`src/rtl/flash_erase_pkg.sv`:
```
package flash_erase_pkg;
  localparam int unsigned DATA_W = 8;
  localparam logic [DATA_W-1:0] ERASE_CMD  = 8'h30;
  localparam logic [DATA_W-1:0] BLANK_BYTE = 8'hFF;
  localparam int unsigned STATUS_BIT = 7;

  typedef enum logic [2:0] {
    ST_IDLE,
    ST_VPP,
    ST_CMD1,
    ST_CMD2,
    ST_POLL,
    ST_VERIFY
  } ctrl_state_e;

  typedef enum logic [1:0] {
    PH_IDLE,
    PH_SETUP,
    PH_STROBE,
    PH_HOLD
  } bus_phase_e;
endpackage

```
`src/rtl/flash_bus_cycle.sv`:
```
module flash_bus_cycle
  import flash_erase_pkg::*;
#(
  parameter int unsigned ADDR_W    = 15,
  parameter int unsigned SETUP_CYC = 1,
  parameter int unsigned PULSE_CYC = 2,
  parameter int unsigned HOLD_CYC  = 1
) (
  input  logic              clk_i,
  input  logic              rst_ni,
  input  logic              req_i,
  input  logic              wr_i,
  input  logic [ADDR_W-1:0] addr_i,
  input  logic [DATA_W-1:0] wdata_i,
  output logic              ack_o,
  output logic [DATA_W-1:0] rdata_o,
  output logic              ce_no,
  output logic              oe_no,
  output logic              we_no,
  output logic [ADDR_W-1:0] addr_o,
  output logic [DATA_W-1:0] data_o,
  output logic              data_oe_o,
  input  logic [DATA_W-1:0] data_i
);
  localparam int unsigned MAX_SP = (SETUP_CYC > PULSE_CYC) ? SETUP_CYC : PULSE_CYC;
  localparam int unsigned MAX_C  = (MAX_SP > HOLD_CYC) ? MAX_SP : HOLD_CYC;
  localparam int unsigned CNT_W  = $clog2(MAX_C + 1);
  localparam logic [CNT_W-1:0] SETUP_LD = CNT_W'(SETUP_CYC - 1);
  localparam logic [CNT_W-1:0] PULSE_LD = CNT_W'(PULSE_CYC - 1);
  localparam logic [CNT_W-1:0] HOLD_LD  = CNT_W'(HOLD_CYC - 1);

  bus_phase_e        phase_q;
  logic [CNT_W-1:0]  cnt_q;
  logic              wr_q;
  logic [ADDR_W-1:0] addr_q;
  logic [DATA_W-1:0] wdata_q;
  logic [DATA_W-1:0] rdata_q;
  logic              last_w;

  assign last_w = (cnt_q == '0);

  always_ff @(posedge clk_i or negedge rst_ni) begin
    if (!rst_ni) begin
      phase_q <= PH_IDLE;
      cnt_q   <= '0;
      wr_q    <= 1'b0;
      addr_q  <= '0;
      wdata_q <= '0;
      rdata_q <= '0;
    end else begin
      unique case (phase_q)
        PH_IDLE: if (req_i) begin
          phase_q <= PH_SETUP;
          cnt_q   <= SETUP_LD;
          wr_q    <= wr_i;
          addr_q  <= addr_i;
          wdata_q <= wdata_i;
        end
        PH_SETUP: begin
          if (last_w) begin
            phase_q <= PH_STROBE;
            cnt_q   <= PULSE_LD;
          end else cnt_q <= cnt_q - 1'b1;
        end
        PH_STROBE: begin
          if (last_w) begin
            phase_q <= PH_HOLD;
            cnt_q   <= HOLD_LD;
            if (!wr_q) rdata_q <= data_i; // sample at end of read strobe
          end else cnt_q <= cnt_q - 1'b1;
        end
        PH_HOLD: begin
          if (last_w) phase_q <= PH_IDLE;
          else cnt_q <= cnt_q - 1'b1;
        end
        default: phase_q <= PH_IDLE;
      endcase
    end
  end

  assign ack_o     = (phase_q == PH_HOLD) && last_w;
  assign rdata_o   = rdata_q;
  assign ce_no     = (phase_q == PH_IDLE);
  assign we_no     = !((phase_q == PH_STROBE) && wr_q);
  assign oe_no     = !((phase_q == PH_STROBE) && !wr_q);
  assign addr_o    = addr_q;
  assign data_o    = wdata_q;
  assign data_oe_o = wr_q && (phase_q != PH_IDLE);
endmodule

```
`src/rtl/flash_erase_ctrl.sv`:
```
module flash_erase_ctrl
  import flash_erase_pkg::*;
#(
  parameter int unsigned ADDR_W     = 15,
  parameter int unsigned POLL_LIMIT = 100000
) (
  input  logic              clk_i,
  input  logic              rst_ni,
  input  logic              start_i,
  input  logic              vpp_ready_i,
  output logic              req_o,
  output logic              wr_o,
  output logic [ADDR_W-1:0] addr_o,
  output logic [DATA_W-1:0] wdata_o,
  input  logic              ack_i,
  input  logic [DATA_W-1:0] rdata_i,
  output logic              busy_o,
  output logic              done_o,
  output logic              err_o
);
  localparam int unsigned PCNT_W = $clog2(POLL_LIMIT + 1);
  localparam logic [PCNT_W-1:0] POLL_LAST = PCNT_W'(POLL_LIMIT - 1);
  localparam logic [ADDR_W-1:0] ADDR_LAST = '1;

  ctrl_state_e       state_q;
  logic              issued_q;
  logic [PCNT_W-1:0] poll_cnt_q;
  logic [ADDR_W-1:0] vaddr_q;
  logic              done_q, err_q;
  logic              bus_state_w;

  assign bus_state_w = (state_q == ST_CMD1) || (state_q == ST_CMD2) ||
                       (state_q == ST_POLL) || (state_q == ST_VERIFY);

  always_ff @(posedge clk_i or negedge rst_ni) begin
    if (!rst_ni) begin
      state_q    <= ST_IDLE;
      issued_q   <= 1'b0;
      poll_cnt_q <= '0;
      vaddr_q    <= '0;
      done_q     <= 1'b0;
      err_q      <= 1'b0;
    end else begin
      if (req_o) issued_q <= 1'b1;
      else if (ack_i) issued_q <= 1'b0;

      unique case (state_q)
        ST_IDLE: if (start_i) begin
          done_q  <= 1'b0;
          err_q   <= 1'b0;
          state_q <= ST_VPP;
        end
        ST_VPP: if (vpp_ready_i) state_q <= ST_CMD1;
        ST_CMD1: if (ack_i) state_q <= ST_CMD2;
        ST_CMD2: if (ack_i) begin
          state_q    <= ST_POLL;
          poll_cnt_q <= '0;
        end
        ST_POLL: if (ack_i) begin
          if (rdata_i[STATUS_BIT]) begin
            state_q <= ST_VERIFY;
            vaddr_q <= '0;
          end else if (poll_cnt_q == POLL_LAST) begin
            err_q   <= 1'b1;
            state_q <= ST_IDLE;
          end else poll_cnt_q <= poll_cnt_q + 1'b1;
        end
        ST_VERIFY: if (ack_i) begin
          if (rdata_i != BLANK_BYTE) begin
            err_q   <= 1'b1;
            state_q <= ST_IDLE;
          end else if (vaddr_q == ADDR_LAST) begin
            done_q  <= 1'b1;
            state_q <= ST_IDLE;
          end else vaddr_q <= vaddr_q + 1'b1;
        end
        default: state_q <= ST_IDLE;
      endcase
    end
  end

  assign req_o   = bus_state_w && !issued_q;
  assign wr_o    = (state_q == ST_CMD1) || (state_q == ST_CMD2);
  assign addr_o  = (state_q == ST_VERIFY) ? vaddr_q : '0;
  assign wdata_o = ERASE_CMD;
  assign busy_o  = (state_q != ST_IDLE);
  assign done_o  = done_q;
  assign err_o   = err_q;
endmodule

```
`src/rtl/flash_erase_driver.sv`:
```
module flash_erase_driver
  import flash_erase_pkg::*;
#(
  parameter int unsigned ADDR_W     = 15,
  parameter int unsigned SETUP_CYC  = 1,
  parameter int unsigned PULSE_CYC  = 2,
  parameter int unsigned HOLD_CYC   = 1,
  parameter int unsigned POLL_LIMIT = 100000
) (
  input  logic              clk_i,
  input  logic              rst_ni,
  input  logic              start_i,
  input  logic              vpp_ready_i,
  output logic              ce_no,
  output logic              oe_no,
  output logic              we_no,
  output logic [ADDR_W-1:0] addr_o,
  output logic [7:0]        data_o,
  output logic              data_oe_o,
  input  logic [7:0]        data_i,
  output logic              busy_o,
  output logic              done_o,
  output logic              err_o
);
  logic              req_w, wr_w, ack_w;
  logic [ADDR_W-1:0] req_addr_w;
  logic [DATA_W-1:0] wdata_w, rdata_w;

  flash_erase_ctrl #(
    .ADDR_W    (ADDR_W),
    .POLL_LIMIT(POLL_LIMIT)
  ) u_ctrl (
    .clk_i      (clk_i),
    .rst_ni     (rst_ni),
    .start_i    (start_i),
    .vpp_ready_i(vpp_ready_i),
    .req_o      (req_w),
    .wr_o       (wr_w),
    .addr_o     (req_addr_w),
    .wdata_o    (wdata_w),
    .ack_i      (ack_w),
    .rdata_i    (rdata_w),
    .busy_o     (busy_o),
    .done_o     (done_o),
    .err_o      (err_o)
  );

  flash_bus_cycle #(
    .ADDR_W   (ADDR_W),
    .SETUP_CYC(SETUP_CYC),
    .PULSE_CYC(PULSE_CYC),
    .HOLD_CYC (HOLD_CYC)
  ) u_bus (
    .clk_i    (clk_i),
    .rst_ni   (rst_ni),
    .req_i    (req_w),
    .wr_i     (wr_w),
    .addr_i   (req_addr_w),
    .wdata_i  (wdata_w),
    .ack_o    (ack_w),
    .rdata_o  (rdata_w),
    .ce_no    (ce_no),
    .oe_no    (oe_no),
    .we_no    (we_no),
    .addr_o   (addr_o),
    .data_o   (data_o),
    .data_oe_o(data_oe_o),
    .data_i   (data_i)
  );
endmodule

```
`config.mk`:
```
export PLATFORM = sky130hd
export DESIGN_NAME = flash_erase_driver
export DESIGN_NICKNAME = d
export VERILOG_FILES = /design/src/rtl/flash_erase_pkg.sv /design/src/rtl/flash_bus_cycle.sv /design/src/rtl/flash_erase_ctrl.sv /design/src/rtl/flash_erase_driver.sv
export SDC_FILE = /design/constraint.sdc
export NUM_CORES = 1
export LEC_CHECK = 0
export BUFFER_PORTS_ARGS = -buffer_cell sky130_fd_sc_hd__buf_2
export CAP_MARGIN = 40
export CORE_MARGIN = 5
export CORE_UTILIZATION = 65
export CTS_BUF_LIST = sky130_fd_sc_hd__clkbuf_4 sky130_fd_sc_hd__clkbuf_8
export CTS_CLUSTER_SIZE = 24
export DETAILED_ROUTE_END_ITERATION = 16
export GPL_TIMING_DRIVEN = 0
export PLACE_DENSITY = 0.87
export SYNTH_ARGS = -nofsm -noshare
export SYNTH_HDL_FRONTEND = slang
export SYNTH_HIERARCHICAL = 1
export SYNTH_SLANG_ARGS = --single-unit
```
`constraint.sdc`:
```
create_clock -name clk_i -period 6.6 [get_ports clk_i]
set_input_delay 0.33 -clock clk_i [delete_from_list [all_inputs] [get_ports clk_i]]
set_output_delay 0.33 -clock clk_i [all_outputs]
set_load 0.005 [all_outputs]
```
==> Implementation_results.wiki <==
{| class="wikitable"
! Metric !! Value
|-
| Crit start category || register
|-
| Wire length of the first global-routing pass || 15300 um
|-
| Vert. Die Dim || 89.0 um
|-
| Maximum number of pins on one net before global-route repair || 40
|-
| Met1 Use GR || 32.7%
|-
| Number of detailed-routing iterations run before antenna repair || 5
|-
| Standard-cell row count || 28
|-
| Worst-Skew Late Latency || 0.36 ns
|-
| Proportion of layout cells with a drive suffix above 1 || 21.8%
|-
| Sequential-to-total area share from yosys stat || 45.6%
|-
| Synth area leader || sky130_fd_sc_hd__dfrtp_1
|-
| Setup repair bufs after CTS || 0
|-
| Hold WC Path Type || in2reg
|-
| Critical path, cell by cell || inv_1, ha_1, and2_1, clkbuf_1, nand2_1, nor4_1, a21oi_1, clkbuf_1, o21ai_0, o31ai_1
|-
| Maximum buffer depth of the clock tree || 2
|-
| Total of warnings raised by yosys || 6
|-
| Width of the die || 89.0 um
|-
| Met2 capacity usage during global routing || 40.8%
|-
| Area share of the leading cell type in the synthesized netlist || 45.6%
|-
| Critical path data required time || between 6 and 7 ns
|-
| Actual slew at the worst max-slew pin || 0.962 ns
|-
| Cts bufs inserted || 9
|-
| Antenna Diode Count || 0
|-
| Placed Cells || 516
|-
| Combinational power share || a little over 30%
|-
| Via count || 3312
|-
| Ratio of final minimum period to clock period || 50.7%
|-
| Clock group share of total power || between 20 and 30%
|-
| Max rail drop VDD || about 0.00026 V
|-
| Design internal power || 960 uW
|-
| Async set or reset register ratio after synthesis || between 90% and 100%
|-
| Count of final setup violators || 0
|-
| Overall fraction of global-route tracks in use || 24.9%
|-
| Pwr per Cell Area || 311 nW/um^2
|-
| Nets || approximately 480
|-
| Syn-to-layout area delta || 14.0%
|-
| Kind of cell with the highest combined delay on the critical path || simple AND/OR/NAND/NOR gates
|-
| Setup crit end kind || register
|-
| Number of enable-type register cells in the synthesized netlist || 0
|-
| Total Negative Setup Slacks || 0 ns
|-
| Maxcap violations || 0
|-
| Number of buffer cells added on primary ports || 41
|-
| Slowest stage delay, CP || 0.72 ns
|-
| Buffer type at the clock tree root || sky130_fd_sc_hd__clkbuf_8
|-
| Peak fanout along the critical path || 10
|-
| Library cell appearing most often on the critical path || sky130_fd_sc_hd__clkbuf_1
|-
| Leakage power || 0.00228 uW
|-
| DRT iter0 DRCs || 352
|-
| Commonest register cell after synthesis || sky130_fd_sc_hd__dfrtp_1
|-
| Number of sinks on the clock net || 74
|-
| Average size of a mapped cell || 10.3 sq um
|-
| Filler Cells Inserted || slightly below 400
|-
| Final HPWL DP || 6360 um
|-
| Met3 GRT Util || 4.24%
|-
| Setup repair after global routing missed its margin || no
|-
| Maximum clock frequency || 299 MHz
|-
| Ranking of synthesized cells by area || sky130_fd_sc_hd__dfrtp_1 46%, sky130_fd_sc_hd__mux2_4 7.4%, sky130_fd_sc_hd__o21ai_0 4.4%
|-
| Utilization after layout || 77.3%
|-
| Share of total power in sequential cells || 42.0%
|-
| Slew Limit Headroom || approximately a third
|-
| Count of antenna-violating nets left after detailed routing || 0
|-
| Synth Register Bits || 74
|-
| Count of boundary I/O pins || 42
|-
| Power dissipated by switching net loads || 478 uW
|-
| Antenna violations before repair || 0
|-
| Maximum level of the CTS H-tree || 3
|-
| Ratio of routed vias to standard cells || about 6.2
|-
| Core Box Area || 5990 sq um
|-
| Clock slew at the register clock pins of the worst setup and hold paths || 0.08 ns
|-
| Type of the worst setup path || reg2reg
|-
| Outcome || completed
|-
| Post-Route Skew || 0.00750 ns
|-
| Fin. max-slew vios || 0
|-
| Number of standard cells in the layout, taps in and fillers out || 533
|-
| Number of hold violations in the final report || 0
|-
| Post-Synthesis Cell Area || about 4000 sq um
|-
| Wire length per cell after detailed routing || 17.3 um
|-
| Global placer's final weighted congestion || approximately 0.87
|-
| Crit path time final || 3.35 ns
|-
| Initial core utilization || around two thirds
|-
| Cells resized by post-CTS repair || 0
|-
| Synthesized netlist cell count || 393
|-
| TritonCTS clock tree || done
|-
| Area of the die || between 7000 and 8000 sq um
|-
| Buf+Inv Stages, Crit Path || 3
|-
| Netlist cell types || 51
|-
| Overall routed net length || 9220 um
|-
| Number of global-route vias before repair || 3185
|-
| Grt peak-use layer || met2
|-
| Final global-route overflow total || 0
|-
| Slowest-stage cell, CP || sky130_fd_sc_hd__nor4_1
|-
| Count of hold buffers inserted by post-cts repair || 1
|-
| Share of total power consumed by net switching || 33.3%
|-
| Residual DRC || 0
|-
| Arrival time of the worst setup path || approximately 3.6 ns
|}
synthesized netlist by cell type (2+ instances only):
| cell | n |
|---|---|
| sky130_fd_sc_hd__inv_1 | 15 |
| sky130_fd_sc_hd__mux2_1 | 13 |
| sky130_fd_sc_hd__and4_1 | 3 |
| sky130_fd_sc_hd__o31ai_1 | 12 |
| sky130_fd_sc_hd__nand4_1 | 9 |
| sky130_fd_sc_hd__mux2_4 | 20 |
| sky130_fd_sc_hd__o21ai_0 | 36 |
| sky130_fd_sc_hd__and3_1 | 20 |
| sky130_fd_sc_hd__nand2b_1 | 8 |
| sky130_fd_sc_hd__o311ai_0 | 2 |
| sky130_fd_sc_hd__conb_1 | 2 |
| sky130_fd_sc_hd__clkbuf_1 | 9 |
| sky130_fd_sc_hd__nand3_1 | 19 |
| sky130_fd_sc_hd__o41ai_1 | 4 |
| sky130_fd_sc_hd__a41oi_1 | 3 |
| sky130_fd_sc_hd__mux2i_1 | 3 |
| sky130_fd_sc_hd__dfrtp_1 | 74 |
| sky130_fd_sc_hd__nor2b_1 | 4 |
| sky130_fd_sc_hd__a21oi_1 | 14 |
| sky130_fd_sc_hd__a22o_1 | 2 |
| sky130_fd_sc_hd__nor3_1 | 10 |
| sky130_fd_sc_hd__nor2_1 | 21 |
| sky130_fd_sc_hd__and2_1 | 7 |
| sky130_fd_sc_hd__ha_1 | 14 |
| sky130_fd_sc_hd__buf_6 | 3 |
| sky130_fd_sc_hd__nand2_1 | 28 |
| sky130_fd_sc_hd__nand2_2 | 2 |
| sky130_fd_sc_hd__a31oi_1 | 4 |
| sky130_fd_sc_hd__buf_4 | 10 |
metal layers:
layer  routed length, um  vias to the layer above
met5                   0                        -
met4                 178                        0
met3                 638                       22
met2                4570                      148
met1                3840                     1608
li1                    -                     1534
stage by stage:
stage          setup WS (ns)  total power (uW)  area [sq um]  hold slack (ns)
2_1_floorplan           4.13               904          4080           0.0344
3_3_place_gp            3.57              1020          4380            0.460
3_5_place_dp            3.49              1050          4400            0.319
4_1_cts                 3.42              1440          4630            0.171
5_1_grt                 3.03              1520          4630            0.190
6_report                3.25              1440          4630            0.181
layout make-up:
class                      instances  area [sq um]  area share [%]
buffer                            22           143            3.08
clock buffer                       9           124            2.68
clock inverter                     7          91.3            1.97
inverter                          15          56.3            1.22
multi-input combinational        288          2030            43.9
sequential                        74          1850            40.0
tap                               75          93.8            2.03
timing repair buffer              43           238            5.14
placed cells by master (no fill, tap or decap), drive strengths merged, types with 4 or more instances in the layout:
cell type   n
dfrtp      74
buf        55
o21ai      36
mux2       33
nand2      30
nor2       21
and3       20
nand3      19
clkbuf     18
inv        16
ha         14
a21oi      14
o31ai      12
nor3       10
nand4       9
nand2b      8
conb        8
and2        8
nor2b       4
a31oi       4
o41ai       4
worst paths after layout:
path / from / slack, ns / depth (start not counted) / end
min in group asynchronous: rst_ni / 0.47 / 2 / u_bus/phase_q[0]
setup / recovery: u_bus/cnt_q[0] / 3.25 / 10 / u_ctrl/vaddr_q[9]
hold / removal: data_i[5] / 0.18 / 2 / u_bus/rdata_o[5]
max in group asynchronous: rst_ni / 5.55 / 3 / u_ctrl/poll_cnt_q[3]
hold reg to reg: u_ctrl/issued_q / 0.49 / 1 / u_ctrl/issued_q
setup reg to reg: u_bus/cnt_q[0] / 3.25 / 10 / u_ctrl/vaddr_q[9]
cells by family (layout without fill, tap and decap cells):
group                    Yosys count  in the layout  share of synthesized area [%]
XOR/XNOR                           1              1                          0.216
other                              2              8                          0.185
AND/OR/NAND/NOR                  142            142                           19.3
buffers and inverters             37             96                           4.90
adder cells (fa/ha/maj)           14             14                           4.32
flip-flops                        74             74                           45.6
AO/OA/AOI/OAI                     87             87                           13.7
multiplexers                      36             36                           11.7
power by group through the flow:
stage               Combinational, uW  Clock (uW)  Sequential [uW]
floorplan                         306           0              598
global placement                  416           0              604
detailed placement                440           0              611
CTS                               449         393              603
global route                      496         409              614
finish                            449         385              604
flip-flops by register name, indices dropped and copies added (netlist names):
register	cells
u_bus/rdata_o	8
u_bus/phase_q	2
u_bus/cnt_q	2
u_bus/wr_q	1
u_ctrl/vaddr_q	15
u_bus/data_o	8
u_ctrl/issued_q	1
u_ctrl/state_q	3
u_bus/addr_o	15
u_ctrl/err_o	1
u_ctrl/poll_cnt_q	17
u_ctrl/done_o	1
Note: power is estimated with default switching activity, not from simulation.
